## src/rtl/tlb_pkg.sv

```systemverilog
package tlb_pkg;
    localparam int VA_W      = 32;
    localparam int PAGE_BITS = 12;
    localparam int PFN_W     = 20;
    localparam int ASID_W    = 8;
    localparam int VPN_W     = VA_W - PAGE_BITS;
    localparam int PA_W      = PFN_W + PAGE_BITS;

    // bit 0 read, bit 1 write, bit 2 execute
    typedef logic [2:0] perm_t;

    typedef struct packed {
        logic              live;
        logic [ASID_W-1:0] asid;
        logic [VPN_W-1:0]  vpn;
        logic [PFN_W-1:0]  pfn;
        perm_t             perm;
        logic              dirty;
        logic              seen;
    } tlb_entry_t;

    function automatic logic key_eq(tlb_entry_t e, logic [VPN_W-1:0] vpn,
                                    logic [ASID_W-1:0] asid);
        return e.live && (e.vpn == vpn) && (e.asid == asid);
    endfunction
endpackage

```

## src/rtl/tlb_cam.sv

```systemverilog
module tlb_cam
    import tlb_pkg::*;
#(
    parameter int N    = 4,
    parameter int IW   = $clog2(N)
) (
    input  logic                clk,
    input  logic                rst,
    input  tlb_entry_t          ents [N],
    input  logic [VPN_W-1:0]    key_vpn,
    input  logic [ASID_W-1:0]   key_asid,
    output logic [N-1:0]        hits,
    output logic [IW-1:0]       idx,
    output logic                any
);
    for (genvar g = 0; g < N; g++) begin : g_cmp
        assign hits[g] = key_eq(ents[g], key_vpn, key_asid);
    end

    always_comb begin
        idx = '0;
        for (int i = N - 1; i >= 0; i--) begin
            if (hits[i]) idx = IW'(i);
        end
    end

    assign any = |hits;

    // the table never holds two entries with the same key
    assert_single_match_R5: assert property (@(posedge clk) disable iff (rst)
        $onehot0(hits));
endmodule

```

## src/rtl/tlb_age.sv

```systemverilog
module tlb_age #(
    parameter int N  = 4,
    parameter int IW = $clog2(N)
) (
    input  logic          clk,
    input  logic          rst,
    input  logic          touch,
    input  logic [IW-1:0] touch_idx,
    output logic [IW-1:0] oldest
);
    logic [IW-1:0] age [N];
    logic [N-1:0]  is_old;

    always_ff @(posedge clk) begin
        if (rst) begin
            for (int i = 0; i < N; i++) age[i] <= IW'(i);
        end else if (touch) begin
            for (int i = 0; i < N; i++) begin
                if (IW'(i) == touch_idx)           age[i] <= '0;
                else if (age[i] < age[touch_idx])  age[i] <= age[i] + 1'b1;
            end
        end
    end

    for (genvar g = 0; g < N; g++) begin : g_old
        assign is_old[g] = (age[g] == IW'(N - 1));
    end

    always_comb begin
        oldest = '0;
        for (int i = 0; i < N; i++) begin
            if (is_old[i]) oldest = IW'(i);
        end
    end

    // the usage order always names exactly one oldest entry
    assert_one_oldest_R4: assert property (@(posedge clk) disable iff (rst)
        $countones(is_old) == 1);
endmodule

```

## src/rtl/tlb_assoc.sv

```systemverilog
module tlb_assoc
    import tlb_pkg::*;
#(
    parameter int ENTRIES = 4
) (
    input  logic              clk,
    input  logic              rst,
    input  logic              lk_valid,
    input  logic              lk_write,
    input  logic [VA_W-1:0]   lk_vaddr,
    input  logic [ASID_W-1:0] lk_asid,
    output logic              lk_hit,
    output logic [PA_W-1:0]   lk_paddr,
    output logic [2:0]        lk_perm,
    output logic              lk_dirty,
    output logic              lk_seen,
    input  logic              fill_en,
    input  logic [VPN_W-1:0]  fill_vpn,
    input  logic [ASID_W-1:0] fill_asid,
    input  logic [PFN_W-1:0]  fill_pfn,
    input  logic [2:0]        fill_perm,
    input  logic              flush_en,
    input  logic              flush_all,
    input  logic [ASID_W-1:0] flush_asid
);
    localparam int IDX_W = (ENTRIES > 1) ? $clog2(ENTRIES) : 1;

    tlb_entry_t         ents [ENTRIES];
    logic [ENTRIES-1:0] live_vec;
    logic [ENTRIES-1:0] look_hits, dup_hits;
    logic [IDX_W-1:0]   look_idx, dup_idx, free_idx, old_idx, victim, touch_idx;
    logic               look_any, dup_any, has_free;
    logic               fill_do, upd_do, touch;
    tlb_entry_t         sel;

    for (genvar g = 0; g < ENTRIES; g++) begin : g_live
        assign live_vec[g] = ents[g].live;
    end

    tlb_cam #(.N(ENTRIES), .IW(IDX_W)) u_look (
        .clk(clk), .rst(rst), .ents(ents),
        .key_vpn(lk_vaddr[VA_W-1:PAGE_BITS]), .key_asid(lk_asid),
        .hits(look_hits), .idx(look_idx), .any(look_any));

    tlb_cam #(.N(ENTRIES), .IW(IDX_W)) u_dup (
        .clk(clk), .rst(rst), .ents(ents),
        .key_vpn(fill_vpn), .key_asid(fill_asid),
        .hits(dup_hits), .idx(dup_idx), .any(dup_any));

    tlb_age #(.N(ENTRIES), .IW(IDX_W)) u_age (
        .clk(clk), .rst(rst), .touch(touch), .touch_idx(touch_idx),
        .oldest(old_idx));

    // lookup result
    assign lk_hit = lk_valid & look_any;
    assign sel    = ents[look_idx];

    always_comb begin
        lk_paddr = '0;
        lk_perm  = '0;
        lk_dirty = 1'b0;
        lk_seen  = 1'b0;
        if (lk_hit) begin
            lk_paddr = {sel.pfn, lk_vaddr[PAGE_BITS-1:0]};
            lk_perm  = sel.perm;
            lk_dirty = sel.dirty;
            lk_seen  = sel.seen;
        end
    end

    // victim choice: existing key, then lowest free slot, then oldest
    always_comb begin
        has_free = 1'b0;
        free_idx = '0;
        for (int i = ENTRIES - 1; i >= 0; i--) begin
            if (!ents[i].live) begin
                has_free = 1'b1;
                free_idx = IDX_W'(i);
            end
        end
    end

    assign victim    = dup_any ? dup_idx : (has_free ? free_idx : old_idx);
    assign fill_do   = fill_en & ~flush_en;
    assign upd_do    = lk_hit & ~fill_en & ~flush_en;
    assign touch     = fill_do | upd_do;
    assign touch_idx = fill_do ? victim : look_idx;

    always_ff @(posedge clk) begin
        if (rst) begin
            for (int i = 0; i < ENTRIES; i++) ents[i] <= '0;
        end else if (flush_en) begin
            for (int i = 0; i < ENTRIES; i++) begin
                if (flush_all || ents[i].asid == flush_asid) ents[i].live <= 1'b0;
            end
        end else if (fill_en) begin
            ents[victim] <= '{live: 1'b1, asid: fill_asid, vpn: fill_vpn,
                              pfn: fill_pfn, perm: fill_perm,
                              dirty: 1'b0, seen: 1'b0};
        end else if (upd_do) begin
            ents[look_idx].seen <= 1'b1;
            if (lk_write) ents[look_idx].dirty <= 1'b1;
        end
    end

    // no hit without a request
    assert_hit_needs_req_R2: assert property (@(posedge clk) disable iff (rst)
        lk_hit |-> lk_valid);

    // flush-all empties the table by the next cycle
    assert_flush_all_R7: assert property (@(posedge clk) disable iff (rst)
        (flush_en && flush_all) |=> (live_vec == '0));

    // a new key into a non-full table adds exactly one live entry
    assert_fill_adds_R3: assert property (@(posedge clk) disable iff (rst)
        (fill_en && !flush_en && !dup_any && !(&live_vec))
        |=> ($countones(live_vec) == $past($countones(live_vec)) + 1));

    // reset leaves no live entry
    assert_reset_empty_R10: assert property (@(posedge clk)
        rst |=> (live_vec == '0));

    // a partial flush spares entries of other tags
    for (genvar g = 0; g < ENTRIES; g++) begin : g_keep
        assert_keep_other_R8: assert property (@(posedge clk) disable iff (rst)
            (flush_en && !flush_all && ents[g].live && ents[g].asid != flush_asid)
            |=> ents[g].live);
    end
endmodule

```

## config.mk

```make
export PLATFORM = sky130hd
export DESIGN_NAME = tlb_assoc
export DESIGN_NICKNAME = d
export VERILOG_FILES = /design/src/rtl/tlb_pkg.sv /design/src/rtl/tlb_cam.sv /design/src/rtl/tlb_age.sv /design/src/rtl/tlb_assoc.sv
export SDC_FILE = /design/constraint.sdc
export NUM_CORES = 1
export LEC_CHECK = 0
export BUFFER_PORTS_ARGS = -buffer_cell sky130_fd_sc_hd__buf_4
export CORE_MARGIN = 10
export CORE_UTILIZATION = 47
export DETAILED_ROUTE_END_ITERATION = 10
export PLACE_DENSITY_LB_ADDON = 0.12
export SYNTH_ARGS = -nofsm -noshare
export SYNTH_HDL_FRONTEND = slang
export SYNTH_SLANG_ARGS = --single-unit
```

## constraint.sdc

```tcl
create_clock -name clk -period 3.5 [get_ports clk]
set_input_delay 0.175 -clock clk [delete_from_list [all_inputs] [get_ports clk]]
set_output_delay 0.175 -clock clk [all_outputs]
set_load 0.1 [all_outputs]
```

==> flow_summary.ini, run 1 <==
[status]
outcome = finished, violations left
violations = negative setup slack

[flow_run]
maxCapViolCount = 0

[routing]
wl_per_cell_um = 22.3
drt_iter0_drc = 1023
ant_nets = 0
drc = 0
wl_met2_mm = 20.1
firstDrtPassIters = 6
wl_met1_mm = 18.7
vias = 11193
dr_wl_met3_mm = 3.82
routed_wl_mm = 44.3
vias_per_cell = 5.64
dr.max_layer_used = met4

[clocking]
path_clk_slew_ns = 0.06
cts-htree-levels = 1
cts_root_buffer = clkbuf_16
clkLatencyLatePin_ns = 0.55
cts_tree = built
cts_sinks = 224
cts_buffers = 26
cts_buffer_depth = 3

[synthesis]
async_flop_share_pct = 0
seq_area_frac_synth_pct = 36.6
synthCells = 1395
synth_nets = 1504
synth_top_area_share_pct = 34.6
post-synth-top-count-cell = nor2_1
synth-seq-cells = 224
ys_warn_count = 0
avgSynthCellArea_sq_um = 8.95
synth_area_leader_cell = dfxtp_1
ys.flop_type = dfxtp_1
synthTopCellsByArea = dfxtp_1 (35%), mux2i_1 (16%), xnor2_1 (14%)
synthesis.area_sq_um = 12500
ys_top_cells_by_count = nor2_1 (240), dfxtp_1 (216), mux2i_1 (200), xnor2_1 (200), clkbuf_1 (81)
synthDistinctLibCells = 66
synth-edff-count = 8

[floorplanning]
ioPinCount = 144
die_area_sq_um = 33500
die_h_um = 183
core_area_sq_um = 26100
start_util_pct = 47.8
die_w_um = 183
rows = 59

[sta]
worstMarginPinSlew_ns = 0.775
finalSetupTns_ns = -1.47
finalHoldViolCount = 0
setup_slack_ns = -0.161
max_freq_mhz = 273
rsz0062_at_grt = yes
setup_viol = 23
min_period_over_period_pct = 105
drv_slew = 0
max_slew_margin_pct = 48.3
period_minus_slack_ns = 3.66
clock_skew_ns = 0.0141

[pwr]
vdd.ir_drop.worst_v = 0.000475
powerDensity_nw_per_um2 = 362
power_switching_w = 0.00161
internal_power_w = 0.00446
cellLeakagePower_nw = 6.38
power_w = 0.00607
switching_share_pct = 26.5
seq_power_share_pct = 43.7
power.share.clock_pct = 42.2
pwr-share-comb_pct = 14.1

[worst_setup_path]
worstSetupPathType = reg2out
worst_setup_path_end_kind = primary output
critPathArrivalTime_ns = 3.49
setup.worst_path.start_class = flip-flop
path_max_fanout = 8
required_ns = 3.32

[placed_design]
routabilityCongestion = 1.01
dp_hpwl_mm = 32.3
dp_cells = 1883
io_buffer_count = 143
post_dp_cell_area_sq_um = 14700

[global_routing]
grt_pass1_vias = 11209
antenna_found_initial = 1
grt_pass1_wl_mm = 66.8
grt_max_degree = 149
gr-usage-all-layers_pct = 25.5
gr-total-overflow = 0

[final_layout]
fin_nets = 1742
final_area_sq_um = 16800
seqCellArea_sq_um = 4570
multi_input_area_sq_um = 7840
fin_cells = 1985
antenna_cells = 0
drive_gt1_share_pct = 25.8
nFillCells = 2220
area_growth_pct = 34.3

[min_path]
hold_class = in2reg
==> critical path, cell delays in order (launching register included) <==
cell	delay, ns
dfxtp_1	0.32
xnor2_1	0.27
nand4_1	0.14
or4_4	0.53
or4_4	0.56
nand2_4	0.10
nor3_4	0.08
buf_6	0.15
a222oi_1	0.44
a21oi_2	0.15
buf_12	0.19
==> layout make-up <==
| class | instances | share of cell area [%] |
|---|---|---|
| Clock buffer | 39 | 4.41 |
| Clock inverter | 6 | 0.343 |
| Inverter | 16 | 0.380 |
| Multi-Input combinational cell | 1035 | 46.7 |
| Sequential cell | 224 | 27.3 |
| Tap cell | 335 | 2.50 |
| Timing Repair Buffer | 330 | 18.4 |
==> worst paths after layout <==
check / startpoint / endpoint / slack (ns) / cells past startpoint
hold / removal: fill_asid[5] / ents[50]$_SDFFE_PP0P_ / 0.03 / 3
setup reg to reg: ents[203]$_SDFFE_PP0P_ / u_age.age[2][1]$_SDFFCE_PN1P_ / 0.08 / 14
setup / recovery: ents[198]$_SDFFE_PP0P_ / lk_paddr[30] / -0.16 / 10
hold reg to reg: ents[162]$_SDFFE_PP0P_ / ents[162]$_SDFFE_PP0P_ / 0.47 / 2
==> stage by stage <==
step | worst slack (ns) | utilization (%) | hold WS (ns)
global route | -0.217 | 64.2 | 0.0178
finish | -0.161 | 64.2 | 0.0254
floorplan | 0.0133 | - | 0.315
detailed placement | -0.208 | 56.3 | 0.447
global placement | -0.160 | 56.3 | 0.438
CTS | -0.137 | 62.8 | 0.0126
==> power by group through the flow <==
stage / Combinational [W] / Clock (W) / Sequential (W)
after global placement: 0.000767 / 0 / 0.00270
after global routing: 0.000908 / 0.00271 / 0.00266
after CTS: 0.000820 / 0.00261 / 0.00265
final: 0.000856 / 0.00256 / 0.00265
after detailed placement: 0.000765 / 0 / 0.00271
after floorplan: 0.000444 / 0 / 0.00270
==> metal layers <==
| metal | global-route usage [%] | vias up |
|---|---|---|
| li1 | - | 5301 |
| met1 | 32.7 | 5335 |
| met2 | 40.0 | 454 |
| met3 | 6.82 | 103 |
| met4 | 9.87 | 0 |
| met5 | 0 | - |
==> cell usage in the layout (no fill, tap or decap), types with 4 or more instances in the layout <==
cell type,count
edfxtp_1,8
nor3_1,6
nor2_1,236
clkinv_2,4
and4_1,4
a21oi_1,17
xnor2_2,30
buf_4,229
and2_1,14
a222oi_1,26
buf_12,27
mux2i_1,200
buf_6,21
xnor2_1,172
nor4_2,8
nand3_1,10
a21oi_2,26
clkbuf_1,9
inv_1,14
o2111ai_1,4
nand4_1,63
nand2b_1,7
dfxtp_1,210
dlygate4sd3_1,46
nand2_1,55
dfxtp_2,6
clkbuf_16,27
nor4_1,21
buf_8,5
clkbuf_8,4
xor2_1,48
o21ai_0,13
==> logic make-up after synthesis <==
group	after synthesis	synth area share, %
AND/OR/NAND/NOR	456	17.3
XOR/XNOR	251	17.7
flip-flops	224	36.6
multiplexers	205	16.5
buffers and inverters	136	4.65
AO/OA/AOI/OAI	117	6.71
adder cells (fa/ha/maj)	6	0.571
==> flip-flops by register name (all words and copies together) (netlist names) <==
signal / cells
ents: 216
u_age.age: 8
==> what timing repair did <==
| item | 4_1_cts | 5_1_grt |
|---|---|---|
| gates resized for setup | 87 | 55 |
| gates cloned | 1 | 1 |
| buffers inserted | 6 | 3 |
| hold endpoints to repair | 168 | 0 |
| hold buffers | 46 | 0 |
| endpoints found under the setup margin | 52 | 82 |
| pin swaps | 41 | 31 |
(Power assumes the default switching activity.)
==> inputs of run 2 (changes only) <==
==> constraint.sdc (replaced) <==
create_clock -name clk -period 4.8 [get_ports clk]
set_input_delay 0.24 -clock clk [delete_from_list [all_inputs] [get_ports clk]]
set_output_delay 0.24 -clock clk [all_outputs]
set_load 0.1 [all_outputs]
==> run 2 against run 1 <==
The flow now finishes without violations. Via count shrank 6.8%. Core utilization shrank 7.5 points. Clock-buffer cell count shrank 6. First-iteration DRC count shrank 15%. Clock power shrank 21%. Sequential share of layout area grew 3.6 points. Final cell count shrank 7.2%. Flip-flop and latch count is the same. Worst hold slack lost 0.0017 ns. Combinational power shrank 39%. Setup slack gained 0.88 ns. Die area is the same. Critical path type unchanged. Critical endpoint is now lk_paddr[28]. Largest power group is now the clock network.
==> flow_summary.ini, run 2 (synthesis gave the netlist of run 1 again) <==
[pwr]
internal_power_w = 0.00333
pwr-share-comb_pct = 11.6
switching_share_pct = 25.9
cellLeakagePower_nw = 5.45
power.share.clock_pct = 45.3
powerDensity_nw_per_um2 = 303
power_switching_w = 0.00117
seq_power_share_pct = 43.1
vdd.ir_drop.worst_v = 0.000287

[global_routing]
gr-usage-all-layers_pct = 23.7
grt_pass1_vias = 10426
grt_pass1_wl_mm = 62.3
grt_max_degree = 80
antenna_found_initial = 0
gr-total-overflow = 0

[worst_setup_path]
critPathArrivalTime_ns = 3.84
required_ns = 4.56
reg2reg_slack_ns = 0.96
path_max_fanout = 26
setup.worst_path.start_class = flip-flop
worst_setup_path_end_kind = primary output
reg2reg_to = u_age.age[0][1]$_SDFFCE_PN0P_
reg2reg_from = ents[100]$_SDFFE_PP0P_
r2r_cells = 10
worstSetupPathType = reg2out

[floorplanning]
die_area_sq_um = 33500
core_area_sq_um = 26100
die_w_um = 183
ioPinCount = 144
start_util_pct = 47.8
die_h_um = 183
rows = 59

[sta]
max_slew_margin_pct = 46.8
max_freq_mhz = 245
clock_skew_ns = 0.0225
min_period_over_period_pct = 85.1
worstMarginPinSlew_ns = 0.798
finalHoldViolCount = 0
finalSetupTns_ns = 0
rsz0062_at_grt = no
period_minus_slack_ns = 4.08
setup_viol = 0
drv_slew = 0

[final_layout]
layout_commonest_cell = nor2_1
final_area_sq_um = 14800
fin_nets = 1597
utilization_pct = 56.7
largestRegisters = ents: 216 flops, u_age.age: 8 flops
most-common-layout-cells = nor2_1 (237), dfxtp_1 (216), xnor2_1 (200), mux2i_1 (200), buf_4 (158)
area_growth_pct = 18.7
top_register = ents
fin_cells = 1843
drive_gt1_share_pct = 15.6
largest_register_ffs = 216
nFillCells = 2427
antenna_cells = 0

[routing]
vias_per_cell = 5.66
firstDrtPassIters = 6
drt_iter0_drc = 872
wl_per_cell_um = 22.2
routed_wl_mm = 41.0
drc = 0
ant_nets = 0
vias = 10433

[placed_design]
routabilityCongestion = 0.995
dp_hpwl_mm = 29.9
post_dp_cell_area_sq_um = 13700
dp_cells = 1771
io_buffer_count = 143

[clocking]
cts_buffers = 26
path_clk_slew_ns = 0.07
cts_root_buffer = clkbuf_16
cts_sinks = 224
cts_tree = built
holdBufCountCts = 24
clkLatencyLatePin_ns = 0.55
ctsResizeCount = 0
postCtsSetupRepairBufs = 0
cts-htree-levels = 1
cts_buffer_depth = 3

[status]
outcome = completed

[min_path]
hp-start = fill_vpn[4]
hold_class = in2reg
whs_path_depth = 3
hold_path_end = ents[137]$_SDFFE_PP0P_

[flow_run]
maxCapViolCount = 0
[run 2: layer usage]
layer	vias up	share of wire [%]	wire length (um)	GRT usage, %
met5	-	0	0	0
met4	0	3.4	1400	7.93
met3	81	7.6	3130	5.20
met2	381	45	18400	37.3
met1	4976	44	18100	31.4
li1	4995	-	-	-
[run 2: area by class of cell]
cell class | count | area (sq um) | area share (%)
Sequential cell | 224 | 4560 | 30.8
Clock buffer | 33 | 738 | 4.98
Multi-Input combinational cell | 1035 | 7390 | 49.9
Timing Repair Buffer | 185 | 1480 | 9.98
Clock inverter | 15 | 160 | 1.08
Inverter | 16 | 60.1 | 0.405
Tap cell | 335 | 419 | 2.83
[run 2: critical path, stage by stage (launching register included)]
cell and delay, ns:
dfxtp_1 0.37, xnor2_1 0.38, nand4_1 0.14, or4_4 0.56, or4_1 0.61, nand2_1 0.16
nor3_2 0.06, buf_4 0.25, a222oi_1 0.37, a21oi_1 0.14, buf_4 0.25
[run 2: worst max path at each step]
stage / startpoint / endpoint / slack (ns)
finish: ents[211]$_SDFFE_PP0P_ / lk_paddr[28] / 0.72
global route: ents[211]$_SDFFE_PP0P_ / lk_paddr[30] / 0.61
CTS: ents[210]$_SDFFE_PP0P_ / lk_paddr[12] / 0.76
detailed placement: lk_vaddr[27] / u_age.age[0][0]$_SDFFCE_PN0P_ / 1.06
global placement: lk_vaddr[27] / u_age.age[0][1]$_SDFFCE_PN0P_ / 1.11
floorplan: lk_asid[7] / lk_paddr[13] / 0.72
[run 2: power by group through the flow]
stage | Clock [W] | Sequential, W | Combinational, W
after floorplan | 0 | 0.00197 | 0.000322
after global placement | 0 | 0.00198 | 0.000496
after detailed placement | 0 | 0.00198 | 0.000497
after CTS | 0.00207 | 0.00194 | 0.000516
after global routing | 0.00214 | 0.00194 | 0.000559
final | 0.00203 | 0.00194 | 0.000521
[run 2: metrics by stage]
step	hold slack, ns	setup slack, ns	total power [W]
2_1_floorplan	0.380	0.723	0.00229
3_3_place_gp	0.457	1.11	0.00247
3_5_place_dp	0.465	1.06	0.00248
4_1_cts	0.000985	0.764	0.00453
5_1_grt	0.0188	0.612	0.00464
6_report	0.0236	0.715	0.00450
